`src/rtl/nand_resp_pkg.sv`:
```
package nand_resp_pkg;

    typedef enum logic [1:0] {
        ST_IDLE,
        ST_ID_ADDR,
        ST_ID_READ,
        ST_STATUS
    } resp_state_t;

    localparam int          ID_LEN      = 5;
    localparam int          ID_IDX_W    = $clog2(ID_LEN);
    localparam logic [7:0]  CMD_READ_ID = 8'h90;
    localparam logic [7:0]  CMD_STATUS  = 8'h70;
    localparam logic [7:0]  CMD_RESET   = 8'hFF;
    localparam logic [7:0]  ADDR_ID     = 8'h00;

    function automatic logic [7:0] id_byte(input logic [ID_IDX_W-1:0] idx);
        logic [7:0] b;
        case (idx)
            3'd0:    b = 8'hEC;
            3'd1:    b = 8'hD3;
            3'd2:    b = 8'h51;
            3'd3:    b = 8'h95;
            default: b = 8'h58;
        endcase
        return b;
    endfunction

endpackage

```
`src/rtl/strobe_rise_det.sv`:
```
module strobe_rise_det #(
    parameter int SYNC_STAGES = 2
) (
    input  logic clk,
    input  logic rst_n,
    input  logic strobe_n,
    output logic rise
);
    logic [SYNC_STAGES-1:0] sync_q;
    logic                   prev_q;

    always_ff @(posedge clk) begin
        if (!rst_n) begin
            sync_q <= '1;
            prev_q <= 1'b1;
        end else begin
            sync_q <= {sync_q[SYNC_STAGES-2:0], strobe_n};
            prev_q <= sync_q[SYNC_STAGES-1];
        end
    end

    assign rise = sync_q[SYNC_STAGES-1] & ~prev_q;

endmodule

```
`src/rtl/busy_timer.sv`:
```
module busy_timer #(
    parameter int CYCLES = 40
) (
    input  logic clk,
    input  logic rst_n,
    input  logic load,
    input  logic clear,
    output logic busy
);
    localparam int CW = $clog2(CYCLES + 1);

    logic [CW-1:0] count_q;

    always_ff @(posedge clk) begin
        if (!rst_n) begin
            count_q <= '0;
        end else if (load) begin
            count_q <= CW'(CYCLES);
        end else if (clear) begin
            count_q <= '0;
        end else if (count_q != '0) begin
            count_q <= count_q - 1'b1;
        end
    end

    assign busy = (count_q != '0);

    assert_timer_counts_down_R6: assert property (@(posedge clk) disable iff (!rst_n)
        (count_q != '0 && !load && !clear) |=> (count_q == $past(count_q) - 1'b1));

endmodule

```
`src/rtl/nand_cmd_responder.sv`:
```
module nand_cmd_responder
    import nand_resp_pkg::*;
#(
    parameter int RST_CYCLES  = 40,
    parameter int OP_CYCLES   = 200,
    parameter int SYNC_STAGES = 2
) (
    input  logic       clk,
    input  logic       rst_n,
    input  logic       ce_n,
    input  logic       cle,
    input  logic       ale,
    input  logic       we_n,
    input  logic       re_n,
    input  logic       wp_n,
    input  logic [7:0] io_in,
    input  logic       op_start,
    output logic       rb,
    output logic [7:0] io_out,
    output logic       io_oe
);
    resp_state_t         state_q, state_d;
    logic [ID_IDX_W-1:0] idx_q, idx_d;
    logic [7:0]          status_q;
    logic                we_rise, re_rise;
    logic                cmd_wr, addr_wr, rd_done;
    logic                reset_cmd, rst_busy, op_busy, busy;

    strobe_rise_det #(.SYNC_STAGES(SYNC_STAGES)) u_we_det (
        .clk(clk), .rst_n(rst_n), .strobe_n(we_n), .rise(we_rise)
    );

    strobe_rise_det #(.SYNC_STAGES(SYNC_STAGES)) u_re_det (
        .clk(clk), .rst_n(rst_n), .strobe_n(re_n), .rise(re_rise)
    );

    assign cmd_wr    = we_rise & ~ce_n & cle & ~ale;
    assign addr_wr   = we_rise & ~ce_n & ale & ~cle;
    assign rd_done   = re_rise & ~ce_n;
    assign reset_cmd = cmd_wr & (io_in == CMD_RESET);

    busy_timer #(.CYCLES(RST_CYCLES)) u_rst_timer (
        .clk(clk), .rst_n(rst_n), .load(reset_cmd), .clear(1'b0), .busy(rst_busy)
    );

    busy_timer #(.CYCLES(OP_CYCLES)) u_op_timer (
        .clk(clk), .rst_n(rst_n), .load(op_start & ~busy & ~reset_cmd),
        .clear(reset_cmd), .busy(op_busy)
    );

    assign busy = rst_busy | op_busy;
    assign rb   = ~busy;

    // state register
    always_ff @(posedge clk) begin
        if (!rst_n) begin
            state_q  <= ST_IDLE;
            idx_q    <= '0;
            status_q <= 8'h00;
        end else begin
            state_q  <= state_d;
            idx_q    <= idx_d;
            status_q <= {wp_n, ~busy, 6'b000000};
        end
    end

    // next-state logic
    always_comb begin
        state_d = state_q;
        idx_d   = idx_q;
        if (cmd_wr) begin
            if (io_in == CMD_RESET) begin
                state_d = ST_IDLE;
            end else if (io_in == CMD_STATUS) begin
                state_d = ST_STATUS;
            end else if (!busy) begin
                state_d = (io_in == CMD_READ_ID) ? ST_ID_ADDR : ST_IDLE;
            end
        end else begin
            unique case (state_q)
                ST_IDLE: ;
                ST_ID_ADDR: begin
                    if (addr_wr) begin
                        state_d = (io_in == ADDR_ID) ? ST_ID_READ : ST_IDLE;
                        idx_d   = '0;
                    end
                end
                ST_ID_READ: begin
                    if (rd_done) begin
                        idx_d = (idx_q == ID_IDX_W'(ID_LEN - 1)) ? '0 : idx_q + 1'b1;
                    end
                end
                ST_STATUS: ;
                default: state_d = ST_IDLE;
            endcase
        end
    end

    // outputs
    always_comb begin
        io_oe  = 1'b0;
        io_out = 8'h00;
        if (!ce_n && !re_n) begin
            unique case (state_q)
                ST_ID_READ: begin
                    io_oe  = 1'b1;
                    io_out = id_byte(idx_q);
                end
                ST_STATUS: begin
                    io_oe  = 1'b1;
                    io_out = status_q;
                end
                default: ;
            endcase
        end
    end

    assert_oe_needs_ce_R11: assert property (@(posedge clk) disable iff (!rst_n)
        io_oe |-> (!ce_n && !re_n));

    assert_idx_in_range_R3: assert property (@(posedge clk) disable iff (!rst_n)
        idx_q < ID_IDX_W'(ID_LEN));

    assert_cmd_leaves_id_R4: assert property (@(posedge clk) disable iff (!rst_n)
        (cmd_wr && !busy && state_q == ST_ID_READ) |=> (state_q != ST_ID_READ));

    assert_reset_goes_busy_R6: assert property (@(posedge clk) disable iff (!rst_n)
        reset_cmd |=> !rb);

    assert_reset_aborts_op_R7: assert property (@(posedge clk) disable iff (!rst_n)
        reset_cmd |=> !op_busy);

endmodule

```
`config.mk`:
```
export PLATFORM = sky130hd
export DESIGN_NAME = nand_cmd_responder
export DESIGN_NICKNAME = d
export VERILOG_FILES = /design/src/rtl/nand_resp_pkg.sv /design/src/rtl/strobe_rise_det.sv /design/src/rtl/busy_timer.sv /design/src/rtl/nand_cmd_responder.sv
export SDC_FILE = /design/constraint.sdc
export NUM_CORES = 1
export LEC_CHECK = 0
export ABC_AREA = 1
export BUFFER_PORTS_ARGS = -buffer_cell sky130_fd_sc_hd__buf_2
export CAP_MARGIN = 30
export CORE_AREA = 2 2 66 68
export DETAILED_ROUTE_END_ITERATION = 12
export DIE_AREA = 0 0 68 70
export PLACE_DENSITY = 0.66
export SLEW_MARGIN = 20
export SYNTH_ARGS = -nofsm -noshare
export SYNTH_HDL_FRONTEND = slang
export SYNTH_SLANG_ARGS = --single-unit
```
`constraint.sdc`:
```
create_clock -name clk -period 1.67 [get_ports clk]
set_input_delay 0.0835 -clock clk [delete_from_list [all_inputs] [get_ports clk]]
set_output_delay 0.0835 -clock clk [all_outputs]
set_load 0.05 [all_outputs]
```
==> results of run 1 <==
[state kept, by name, summed over array words and instances (netlist names)]
register	cells
u_we_det.sync_q	2
status_q	2
u_we_det.prev_q	1
u_re_det.prev_q	1
u_op_timer.count_q	8
state_q	2
u_rst_timer.count_q	6
u_re_det.sync_q	2
idx_q	3
[power by group through the flow]
stage          sequential [W]  combinational [W]  clock, W
2_1_floorplan        0.000889           0.000872         0
4_1_cts              0.000900            0.00107  0.000387
6_report             0.000896            0.00126  0.000370
5_1_grt              0.000919            0.00142  0.000414
3_3_place_gp         0.000913            0.00104         0
3_5_place_dp         0.000914            0.00105         0
[what timing repair did]
action	in CTS	in global routing
hold buffers	2	0
endpoints found under the setup margin	6	12
gates resized for setup	10	24
hold endpoints to repair	2	0
buffers inserted	1	8
pin swaps	0	9
[worst max path at each step]
stage | start | end | slack, ns | cells after the start
global route | idx_q[1]$_SDFFE_PN0P_ | io_out[6] | -0.08 | 8
finish | idx_q[1]$_SDFFE_PN0P_ | io_out[6] | -0.004 | 8
global placement | u_we_det.sync_q[1]$_SDFF_PN1_ | u_op_timer.count_q[5]$_SDFFE_PP0N_ | 0.18 | 9
detailed placement | idx_q[0]$_SDFFE_PN0P_ | io_out[3] | 0.16 | 8
CTS | idx_q[0]$_SDFFE_PN0P_ | io_out[3] | -0.01 | 8
floorplan | idx_q[0]$_SDFFE_PN0P_ | io_out[3] | 0.04 | 7
[per-layer routing]
| metal | GRT usage, % | wire, µm | part of all wire (%) | up-vias |
|---|---|---|---|---|
| met5 | 0 | 0 | 0 | - |
| met4 | 3.11 | 20 | 0.64 | 0 |
| met3 | 3.54 | 99 | 3.2 | 2 |
| met2 | 22.2 | 1510 | 48 | 20 |
| met1 | 16.1 | 1520 | 48 | 622 |
| li1 | - | - | - | 812 |
[per-stage QoR]
step / total power [W] / worst slack, ns
floorplan: 0.00176 / 0.0354
global route: 0.00276 / -0.0767
CTS: 0.00235 / -0.0103
finish: 0.00252 / -0.00404
detailed placement: 0.00197 / 0.155
global placement: 0.00195 / 0.183
[worst max-delay path: cells and delay by family, from the launching register on]
kind	cells	cell delay [ns]
flip-flops	1	0.38
AO/OA/AOI/OAI	2	0.22
AND/OR/NAND/NOR	1	0.16
buffers and inverters	4	0.40
adder cells (fa/ha/maj)	1	0.15
[logic make-up after synthesis]
| logic type | share of synthesized area (%) |
|---|---|
| fa+ha+maj | 8.73 |
| flops | 34.3 |
| buf+inv | 9.52 |
| compound gates | 7.86 |
| simple gates | 36.8 |
| xor+xnor | 2.78 |
[area by class of cell]
cell class | instances | area share (%)
Inverter | 39 | 7.50
Multi-Input combinational cell | 168 | 46.5
Timing Repair Buffer | 39 | 13.4
Clock buffer | 4 | 2.23
Sequential cell | 27 | 27.2
Tap cell | 52 | 3.22
[cells in the final DEF, fill, tap and decap left out, drive strengths merged, types with 3 or more instances in the layout]
| master | n |
|---|---|
| nor2 | 50 |
| a21oi | 14 |
| nand4 | 4 |
| dfxtp | 27 |
| o21ai | 8 |
| xnor2 | 3 |
| buf | 34 |
| nand3 | 16 |
| ha | 11 |
| inv | 39 |
| nor3 | 3 |
| or2 | 8 |
| clkbuf | 7 |
| nand2 | 47 |
==> impl_results.md, run 1 <==
- # fillers: 410
- Clock Pin Slew Worst Setup and Hold Paths: 0.09 ns
- Final Hold Vio Count: 0
- Initial antenna violation count: 0
- Failing checks: negative setup slack
- R2r startpoint: u_rst_timer.count_q[0]$_SDFFE_PP0P_
- Worst Hold Depth: 2
- Crit-path cells: inv_4, ha_4, o21ai_2, inv_1, buf_4, nor3_2, o21ai_1, buf_6
- Worst slew pin tran: 0.323 ns
- EDFF count, synth: 0
- Synth area leader: dfxtp_1
- Switching pwr: a little under 0.001 W
- Worst IR Drop VDD: 1.17 mV
- P per Cell Area: about 1300 nW/µm²
- Antenna diode count: 0
- CTS tree: built
- Worst Path Required: 1.59 ns
- Tcrit/Tclk final: 100%
- CP peak stage delay: 0.38 ns
- Total area of sequential cells: 548 µm²
- Number of max-cap violations: 0
- Core Util, Final: 48.7%
- Hold Startpoint: re_n
- DIE AREA: about 4800 µm²
- Via density: 4.43
- Final setup fails: 1
- CP max stage cell: dfxtp_4
- Post-Syn Nets: 263
- Std-Cell Core Area: 4140 µm²
- Top cell type's share of synthesized area: 34.3%
- Synth Area per Inst: between 6 and 7 µm²
- Nets: 306
- Reg2Reg Depth: 7
- CTS H-tree depth: 1
- All-Layer GR Usage: 13.1%
- Net switching fraction of the power: 38.7%
- Clk_skew: roughly 0.0067 ns
- Run status: finished with violations
- Global-route wire length before repair: 4950 µm
- Async S/R FF share, synth: 0%
- Worst hold endpoint: u_re_det.sync_q[0]$_SDFF_PN1_
- TNS Setup: -0.00404 ns
- Area of the multi-input gates: 938 µm²
- Top cells by area, synth: dfxtp_1, nor2_1, nand2_1, inv_1, ha_1
- R2R setup slack: 0.23 ns
- End of the worst register-to-register path: u_rst_timer.count_q[1]$_SDFFE_PP0P_
- Detailed-route wire length: around 3100 µm
- DR WL/cell: between 9 and 10 µm
- Die H: about 70 µm
- Die width: 68 µm
- WP data arrival: 1.59 ns
- Starting density of the core: 38.0%
- Layout cells sized above 1: 27.1%
- Commonest cells post-synth: nor2_1, nand2_1, inv_1
- Site Rows: 24
- Clock buffer depth: 2
- IO buf count: 26
- # DRC: 0
- Placed cell area: 1790 µm²
- Largest net degree at the start of global routing: 15
- Crit path capture type: output port
- Worst Path Class, Setup: flip-flop to output port
- RSZ-0062 raised after global routing: true
- Via count: 1456
- Final worst setup slack: -0.00404 ns
- Initial drt markers: 43
- Final instance area: between 2000 and 2500 µm²
- Flop pwr share: 35.5%
- Register area share after synthesis: between 30% and 40%
- Total grt overflow: 0
- Mapped Area: 1580 µm²
- Worst-Skew Late Latency: 0.27 ns
- CP max FO: 4
- Most common cell in the synthesized netlist: nor2_1
- DP HPWL: 2330 µm
- Hold WS: 0.0411 ns
- CP Launch Type: flip-flop
- Synth Instances: between 200 and 250
- # IOs: 27
- Cell total after placement: 314
- TritonCTS sink count: 27
- #FFs+latches synth: 27
- Vias in the first global route: 1251
- Max Slew Vio Count: 0
- Synth warn: 0
- P_int: 0.00155 W
- FMAX: between 500 and 600 MHz
- TritonCTS Buffers: 3
- Antenna Violating Nets Remaining: 0
- Clock power share: 14.7%
- Worst hold-check path type: input port to flip-flop
- Comb pwr share: about half
- GP Congestion: slightly below 0.8
- Synth Flop Type: dfxtp_1
- Final Critical Period: between 1.5 and 2 ns
- Drt first pass iters: 4
- P&R area growth vs syn: 28.0%
- Cell Count, Final, Fillers Out: 329
- Netlist cell types: 23
- Clock root cell: clkbuf_8
- P_leak: 0.974 nW
- Relative slew slack: just under 80%
(Power assumes the default switching activity.)
==> run 2: changes to the inputs <==
--- a/config.mk
+++ b/config.mk
@@ -6,11 +6,13 @@
 export NUM_CORES = 1
 export LEC_CHECK = 0
 export ABC_AREA = 1
-export BUFFER_PORTS_ARGS = -buffer_cell sky130_fd_sc_hd__buf_2
+export ABC_CLOCK_PERIOD_IN_PS = 1670
+export BUFFER_PORTS_ARGS = -buffer_cell sky130_fd_sc_hd__buf_4
 export CAP_MARGIN = 30
 export CORE_AREA = 2 2 66 68
 export DETAILED_ROUTE_END_ITERATION = 12
 export DIE_AREA = 0 0 68 70
+export GPL_ROUTABILITY_DRIVEN = 0
 export PLACE_DENSITY = 0.66
 export SLEW_MARGIN = 20
 export SYNTH_ARGS = -nofsm -noshare
==> impl_results.md, run 2 (synthesis gave the netlist of run 1 again) <==
- Initial drt markers: 55 (was 43)
- Hold WS: 0.0247 ns (was 0.0411 ns)
- DIE AREA: 4760 µm² (unchanged)
- DR WL/cell: 9.74 µm (was 9.55 µm)
- Max reg flops: 8 (unchanged)
- Antenna diode count: 0 (unchanged)
- TritonCTS sink count: 27 (unchanged)
- IO buf count: 26 (unchanged)
- Critical path's top delay family: adder cells (was buffers and inverters)
- Most frequent cells in the layout: nor2_1, nand2_1, inv_1, buf_4, dfxtp_1 (was nor2_1, nand2_1, inv_1, dfxtp_1, buf_2)
- All-Layer GR Usage: 13.8% (was 13.1%)
- Crit-path cells: ha_1, ha_2, inv_2, nand3_2, a22oi_2, nor2_1, buf_6 (was inv_4, ha_4, o21ai_2, inv_1, buf_4, nor3_2, o21ai_1, buf_6)
- Clock buffer depth: 2 (unchanged)
- Via count: 1463 (was 1456)
- Area of the multi-input gates: 977 µm² (was 938 µm²)
- Commonest non-fill, non-tap cell in the layout: nor2_1 (unchanged)
- Std-Cell Core Area: 4140 µm² (unchanged)
- Place WS: 0.132 ns (was 0.155 ns)
- Total area of sequential cells: 548 µm² (unchanged)
- WP data arrival: 1.58 ns (was 1.59 ns)
- Worst IR Drop VDD: 0.753 mV (was 1.17 mV)
- CP Launch Type: flip-flop (unchanged)
- Biggest register: u_op_timer.count_q (unchanged)
- # fillers: 433 (was 410)
- Relative slew slack: 81.1% (was 78.5%)
- Die width: 68 µm (unchanged)
- P per Cell Area: 1170 nW/µm² (was 1250 nW/µm²)
- RSZ-0062 raised after global routing: true (unchanged)
- Drt first pass iters: 4 (unchanged)
- Worst-Skew Late Latency: 0.27 ns (about the same)
- Run status: complete, no violations (was finished with violations)
- Worst slew pin tran: 0.283 ns (was 0.323 ns)
- Layout cells sized above 1: 28.3% (was 27.1%)
- Site Rows: 24 (unchanged)
- Die H: 70 µm (unchanged)
- Core Util, Final: 49.7% (was 48.7%)
- Global-route wire length before repair: 5270 µm (was 4950 µm)
- Initial antenna violation count: 0 (unchanged)
- Number of max-cap violations: 0 (unchanged)
- Tcrit/Tclk final: 99.8% (was 100%)
- Final worst setup slack: 0.00398 ns (was -0.00404 ns)
- Starting density of the core: 38.0% (unchanged)
- CP max stage cell: dfxtp_4 (unchanged)
- Nets: 301 (was 306)
- Detailed-route wire length: 3160 µm (was 3140 µm)
- Largest net degree at the start of global routing: 16 (was 15)
- Via density: 4.52 (was 4.43)
- Top flop regs: u_op_timer.count_q (8), u_rst_timer.count_q (6), idx_q (3) (unchanged)
- Vias in the first global route: 1339 (was 1251)
- P_leak: 0.968 nW (was 0.974 nW)
- Clk_skew: 0.00326 ns (was 0.00671 ns)
- P&R area growth vs syn: 30.6% (was 28.0%)
- Clock Pin Slew Worst Setup and Hold Paths: 0.09 ns (about the same)
- DP HPWL: 2320 µm (was 2330 µm)
- CP max FO: 4 (unchanged)
- CP peak stage delay: 0.38 ns (about the same)
- Buf/Inv on CP: 2 (was 4)
- # DRC: 0 (unchanged)
- Clock root cell: clkbuf_8 (unchanged)
- Final Hold Vio Count: 0 (unchanged)
- Worst Path Required: 1.59 ns (about the same)
- Final setup fails: 0 (was 1)
- Crit path capture type: output port (unchanged)
- Worst Path Class, Setup: flip-flop to output port (unchanged)
- FMAX: 600 MHz (was 597 MHz)
- Max Slew Vio Count: 0 (unchanged)
- TritonCTS Buffers: 3 (unchanged)
- Total grt overflow: 0 (unchanged)
- Final Critical Period: 1.67 ns (about the same)
- CTS H-tree depth: 1 (unchanged)
- Antenna Violating Nets Remaining: 0 (unchanged)
- CTS tree: built (unchanged)
- Worst hold-check path type: input port to flip-flop (unchanged)
- Tot Pwr: 0.00240 W (was 0.00252 W)
- # IOs: 27 (unchanged)
-- run 2: changes by cell type in the layout (fill, tap and decap cells not counted), moves of 2 or more --
| cell | delta |
|---|---|
| buf_2 | -17 |
| buf_4 | +16 |
| clkbuf_4 | -3 |
| ha_1 | -3 |
| ha_4 | +2 |
-- run 2: report_power, final --
group          internal (W)  switching [W]  total (W)
clock network      0.000167       0.000200   0.000367
logic              0.000502       0.000636    0.00114
registers          0.000790       0.000104   0.000895
total               0.00146       0.000940    0.00240
-- run 2: final timing paths --
| check | end | from | slack, ns | cells past startpoint |
|---|---|---|---|---|
| max | io_out[7] | idx_q[0]$_SDFFE_PN0P_ | 0.004 | 7 |
| min | u_re_det.sync_q[0]$_SDFF_PN1_ | re_n | 0.02 | 2 |
| max reg2reg | u_rst_timer.count_q[1]$_SDFFE_PP0P_ | u_rst_timer.count_q[0]$_SDFFE_PP0P_ | 0.22 | 7 |
| min reg2reg | u_we_det.sync_q[1]$_SDFF_PN1_ | u_we_det.sync_q[0]$_SDFF_PN1_ | 0.42 | 1 |
-- run 2: what timing repair did --
item / 4_1_cts / 5_1_grt
endpoints found under the hold margin: 2 / 0
pin swaps: 3 / 5
endpoints found under the setup margin: 5 / 11
resized for setup: 7 / 26
buffers inserted: 3 / 2
hold buffers: 2 / 0
-- run 2: routing by layer --
layer	up-vias	routed length, µm	part of all wire (%)	global-route usage [%]
met4	0	18	0.57	2.67
met1	629	1500	47	16.4
met2	30	1480	47	24.4
li1	802	-	-	-
met5	-	0	0	0
met3	2	155	4.9	3.54
-- run 2: per-stage QoR --
stage / instances / instance area [µm²] / setup TNS [ns]
CTS: 322 / 1950 / -0.000750
global placement: 313 / 1850 / 0
floorplan: 235 / 1580 / 0
finish: 324 / 2060 / 0
global route: 324 / 2060 / -0.0912
detailed placement: 313 / 1850 / 0
-- run 2: layout make-up --
class                      count  area share, %
clock inverter                 1          0.243
clock buffer                   3           2.00
timing repair buffer          34           13.2
inverter                      39           7.35
multi-input combinational    168           47.4
tap                           52           3.16
sequential                    27           26.6
